**config.mk**
```make
export PLATFORM = sky130hd
export DESIGN_NAME = burst_crc_check
export DESIGN_NICKNAME = d
export VERILOG_FILES = /design/src/rtl/burst_crc_check.sv
export SDC_FILE = /design/constraint.sdc
export NUM_CORES = 1
export LEC_CHECK = 0
export ABC_AREA = 0
export ABC_CLOCK_PERIOD_IN_PS = 1890
export BUFFER_PORTS_ARGS = -buffer_cell sky130_fd_sc_hd__buf_2
export CORE_AREA = 2 2 65 67
export CTS_CLUSTER_DIAMETER = 40
export DETAILED_ROUTE_END_ITERATION = 10
export DIE_AREA = 0 0 67 69
export GPL_ROUTABILITY_DRIVEN = 0
export GPL_TIMING_DRIVEN = 0
export HOLD_SLACK_MARGIN = 0.1
export PLACE_DENSITY = 0.85
export SLEW_MARGIN = 20
export SYNTH_ARGS = -nofsm -noshare
export SYNTH_HDL_FRONTEND = slang
export SYNTH_SLANG_ARGS = --single-unit
```
**constraint.sdc**
```tcl
create_clock -name clk -period 1.89 [get_ports clk]
set_clock_uncertainty 0.05 [all_clocks]
set_input_delay 0.378 -clock clk [delete_from_list [all_inputs] [get_ports clk]]
set_output_delay 0.378 -clock clk [all_outputs]
set_load 0.05 [all_outputs]
```
**src/rtl/burst_crc_check.sv**
```systemverilog
module burst_crc_check #(
  parameter int              W    = 16,
  parameter logic [W-1:0]    POLY = 16'h1021,
  parameter logic [W-1:0]    SEED = 16'h4ABA
) (
  input  logic         clk,
  input  logic         rst_n,
  input  logic         cmd_start,
  input  logic         cmd_end,
  input  logic         burst_ack,
  input  logic         word_valid,
  input  logic [W-1:0] word_data,
  input  logic         host_crc_valid,
  input  logic [W-1:0] host_crc,
  output logic         err_status,
  output logic         cmd_done
);

  function automatic logic [W-1:0] crc_step(input logic [W-1:0] c, input logic [W-1:0] d);
    logic [W-1:0] r;
    logic         fb;
    r = c;
    for (int i = W - 1; i >= 0; i--) begin
      fb = r[W-1] ^ d[i];
      r  = {r[W-2:0], 1'b0} ^ (fb ? POLY : '0);
    end
    return r;
  endfunction

  logic         ack_q;
  logic         in_cmd;
  logic         pend_err;
  logic [W-1:0] crc_q;

  wire          ack_rise  = burst_ack & ~ack_q;
  wire [W-1:0]  crc_base  = ack_rise ? SEED : crc_q;
  wire          take_word = burst_ack & word_valid;
  wire          mismatch  = in_cmd & burst_ack & host_crc_valid & (host_crc != crc_base);
  wire          closing   = cmd_end & in_cmd & ~cmd_start;

  always_ff @(posedge clk or negedge rst_n) begin
    if (!rst_n) begin
      ack_q <= 1'b0;
      crc_q <= SEED;
    end else begin
      ack_q <= burst_ack;
      crc_q <= take_word ? crc_step(crc_base, word_data) : crc_base;
    end
  end

  always_ff @(posedge clk or negedge rst_n) begin
    if (!rst_n) begin
      in_cmd     <= 1'b0;
      pend_err   <= 1'b0;
      err_status <= 1'b0;
      cmd_done   <= 1'b0;
    end else begin
      cmd_done <= closing;
      if (cmd_start) begin
        in_cmd     <= 1'b1;
        pend_err   <= 1'b0;
        err_status <= 1'b0;
      end else begin
        if (mismatch) pend_err <= 1'b1;
        if (closing) begin
          in_cmd     <= 1'b0;
          err_status <= pend_err | mismatch;
        end
      end
    end
  end

endmodule

```
==> impl_summary.txt <==
----------------------------------------------------
[Clocking]
  Buffer cell driving the clock tree root ... sky130_fd_sc_hd__clkbuf_8
  Worst-skew pair later-pin latency ... 280 ps
  Clock-pin slew on the worst setup and hold paths ... 90 ps
  Number of levels in the clock H-tree ... 1
  Clock tree from TritonCTS ... yes
  TritonCTS Buffers ... 3
  Clock Sinks ... 21
  Maximum count of clock buffers along a single path ... 2

[Floorplanning]
  FP Rows ... 23
  Effective utilization at floorplan ... 0.473
  DIE WIDTH ... 67 um
  Core footprint ... 3910 um^2
  Die height ... 69 um
  Top-level port count ... 41
  Overall die area ... 4620 um^2

[Logic synthesis]
  Largest area contributor in the netlist ... sky130_fd_sc_hd__dfrtp_1
  Fraction of registers with async set or reset after synthesis ... 1.00
  Post-synth top area share ... 0.176
  Post-synthesis instance area ... 1850 um^2
  Portion of the post-synthesis area used by sequential elements ... 0.289
  Syn Area/Cell ... 9.08 um^2
  Post-Synthesis Cells ... 204
  Count of unique library cells instantiated by Yosys ... 39
  Synthesized Nets ... 243
  Number of warnings issued by yosys ... 0
  Number of flops mapped to enable cells by yosys ... 0
  Synthesized flop and latch total ... 21
  Leading cell types by total area after synthesis ... sky130_fd_sc_hd__dfrtp_1 (18%), sky130_fd_sc_hd__xnor2_1 (14%), sky130_fd_sc_hd__dfstp_2 (11%)
  Leading register cell type out of synthesis ... sky130_fd_sc_hd__dfrtp_1

[STA]
  Time the worst path needs with I/O delays and setup ... 2310 ps
  Worst slew margin relative to its limit ... 0.596
  Actual slew at the worst max-slew pin ... 606 ps
  Hold WS ... 260 ps
  Number of failing setup endpoints in the final timing report ... 17
  Final setup margin ... -421 ps
  TNS Setup ... -2850 ps
  Fmax ... 433 MHz
  Pins Over Slew Limit ... 0
  Final-report hold violation count ... 0
  Unrepaired setup endpoints after global routing ... true
  Crit share post-route ... 1.22

[Route]
  Drt initial violations ... 201
  Routed wire length ... 5.90 mm
  Average vias per placed instance ... 5.86
  Via count of the routed design ... 1863
  Post-detailed-route count of antenna-violating nets ... 0
  Pre-Repair DR Iteration Count ... 5
  Drt wl/cell ... 18.6 um
  DRC Markers ... 0

[Critical path]
  RR Startpoint ... ack_q
  Crit Path Category ... flop to flop
  Worst setup EP type ... flop
  Endpoint required time on the critical path ... 2010 ps
  Data arrival time of the worst path ... 2430 ps
  Startpoint type of the worst setup path ... flop
  Maximum fanout encountered on the critical timing path ... 5
  Worst reg2reg path depth ... 8
  Setup slack of the worst register-to-register path ... -420 ps
  R2r endpoint ... crc_q[13]

[Finish]
  Post-layout nets ... 308
  Multi-input gate area in the final layout ... 1420 um^2
  Area taken by flip-flops and latches ... 537 um^2
  Area grow syn2layout ... 37.4%
  Share of post-route cells with drive strength above 1 ... 0.429
  Filler cells ... 303
  Antenna diode count ... 0

[Placement]
  I/O Buffers ... 40
  Post-DP HPWL ... 3.37 mm

[Global route]
  Initial antenna violation count ... 0
  Overall overflow remaining after global route ... 0
  Vias in the first global route ... 1686
  Global-route wire length before repair ... 7.71 mm
  Overall routing resource usage ... 0.219
  Pin count of the biggest net entering global routing ... 22

[Min path]
  Min-Delay Endpoint ... err_status
  Hold_sp ... cmd_start
  WHS Path Cells ... 2
  Path category of the worst min-delay check ... primary input to flop

[Pwr]
  P per Cell Area ... 2000 nW/um^2
  VDD IR-drop max ... 1.13 mV
  Static leakage power ... 1.11 nW

[Flow run]
  Number of maximum-capacitance violations ... 0

[Outcome]
  Result of the run ... finished with violations
  Violations in the final reports ... negative setup slack

----------------------------------------------------
report_power, final:
part / internal [mW] / total, mW / leakage [nW] / switching, mW
clock network: 0.148 / 0.321 / 0.0255 / 0.173
logic: 2.05 / 3.90 / 0.841 / 1.85
registers: 0.667 / 0.857 / 0.248 / 0.190
worst max-delay path: stages (launching register included):
cell	delay (ps)
sky130_fd_sc_hd__dfrtp_1	380
sky130_fd_sc_hd__and2b_4	320
sky130_fd_sc_hd__clkbuf_16	170
sky130_fd_sc_hd__nor2_4	50
sky130_fd_sc_hd__xnor2_2	180
sky130_fd_sc_hd__xnor3_2	550
sky130_fd_sc_hd__xnor2_1	260
sky130_fd_sc_hd__nor2_1	100
sky130_fd_sc_hd__xnor2_1	140
sequential cells by signal, summed over array words and instances, names as in the netlist:
name	count
cmd_done	1
pend_err	1
err_status	1
crc_q	16
in_cmd	1
ack_q	1
layout by cell type (no fill, tap or decap), drive strengths merged, types with 3 or more instances in the layout:
cell type  count
inv            6
clkbuf         7
o32ai          4
nor3           3
dfrtp         13
xnor3          5
nand3          6
dfstp          8
nand2          9
a21oi          9
o21ai         10
a31oi          5
buf           64
nor4           4
nor2          34
xor2          24
xnor2         36
final cells by class:
| class | instances | share of cell area |
|---|---|---|
| inverters | 6 | 0.00885 |
| clock inverters | 1 | 0.00197 |
| well taps | 50 | 0.0246 |
| multi-input cells | 168 | 0.559 |
| flip-flops and latches | 21 | 0.211 |
| plain buffers | 8 | 0.0256 |
| repair buffers | 61 | 0.153 |
| clock buffers | 3 | 0.0162 |
cells by family after synthesis:
kind of cell           synth area share
XOR/XNOR                          0.374
AND/OR/NAND/NOR                   0.166
AO/OA/AOI/OAI                     0.128
flip-flops                        0.289
buffers and inverters            0.0372
multiplexers                    0.00541
timing repair:
action                                  4_1_cts  5_1_grt
pin swaps                                    11        7
gates cloned                                  0        1
hold buffers                                  1        0
buffers inserted                             12        7
hold endpoints to repair                     13        0
gates resized for setup                      15       21
endpoints found under the setup margin       13       17
worst max-delay path by stage:
stage               cells after the start  startpoint          to
floorplan                               7    crc_q[4]   crc_q[12]
global placement                       10   burst_ack  err_status
detailed placement                     10   burst_ack  err_status
CTS                                     9       ack_q  err_status
global route                            8       ack_q   crc_q[13]
finish                                  8       ack_q   crc_q[13]
through the flow:
step                      cell area [um^2]  cells  setup slack (ps)  power [mW]   util
after global placement                2140    294              -382        3.33  0.548
final                                 2540    318              -421        5.07  0.650
after floorplan                       1880    204             -21.8        2.97      -
after detailed placement              2140    294              -396        3.44  0.548
after CTS                             2350    310              -181        4.22  0.601
after global routing                  2540    318              -498        5.29  0.650
synth_stat cells, types with 2 or more instances:
master                     instances
sky130_fd_sc_hd__a21oi_1           9
sky130_fd_sc_hd__o32ai_1           4
sky130_fd_sc_hd__xnor3_1           4
sky130_fd_sc_hd__nor2_1           32
sky130_fd_sc_hd__nor2_2            2
sky130_fd_sc_hd__buf_4             2
sky130_fd_sc_hd__buf_2             4
sky130_fd_sc_hd__clkbuf_1          3
sky130_fd_sc_hd__xnor2_1          29
sky130_fd_sc_hd__nand2b_1          2
sky130_fd_sc_hd__dfrtp_1          13
sky130_fd_sc_hd__dfstp_2           8
sky130_fd_sc_hd__a31oi_1           5
sky130_fd_sc_hd__inv_1             6
sky130_fd_sc_hd__xnor2_2           7
sky130_fd_sc_hd__nor4_1            4
sky130_fd_sc_hd__xor2_1           24
sky130_fd_sc_hd__nor4bb_1          2
sky130_fd_sc_hd__a21o_1            2
sky130_fd_sc_hd__nand3_1           6
sky130_fd_sc_hd__nand2_1           8
sky130_fd_sc_hd__o21ai_0           9
sky130_fd_sc_hd__nor3_1            3
metal layers:
| metal | up-vias | GRT usage | routed length (um) |
|---|---|---|---|
| li1 | 818 | - | - |
| met1 | 885 | 0.268 | 2100 |
| met2 | 124 | 0.363 | 2960 |
| met3 | 36 | 0.0343 | 480 |
| met4 | 0 | 0.116 | 364 |
| met5 | - | 0 | 0 |
No activity file was read; power rests on OpenSTA's default activity.
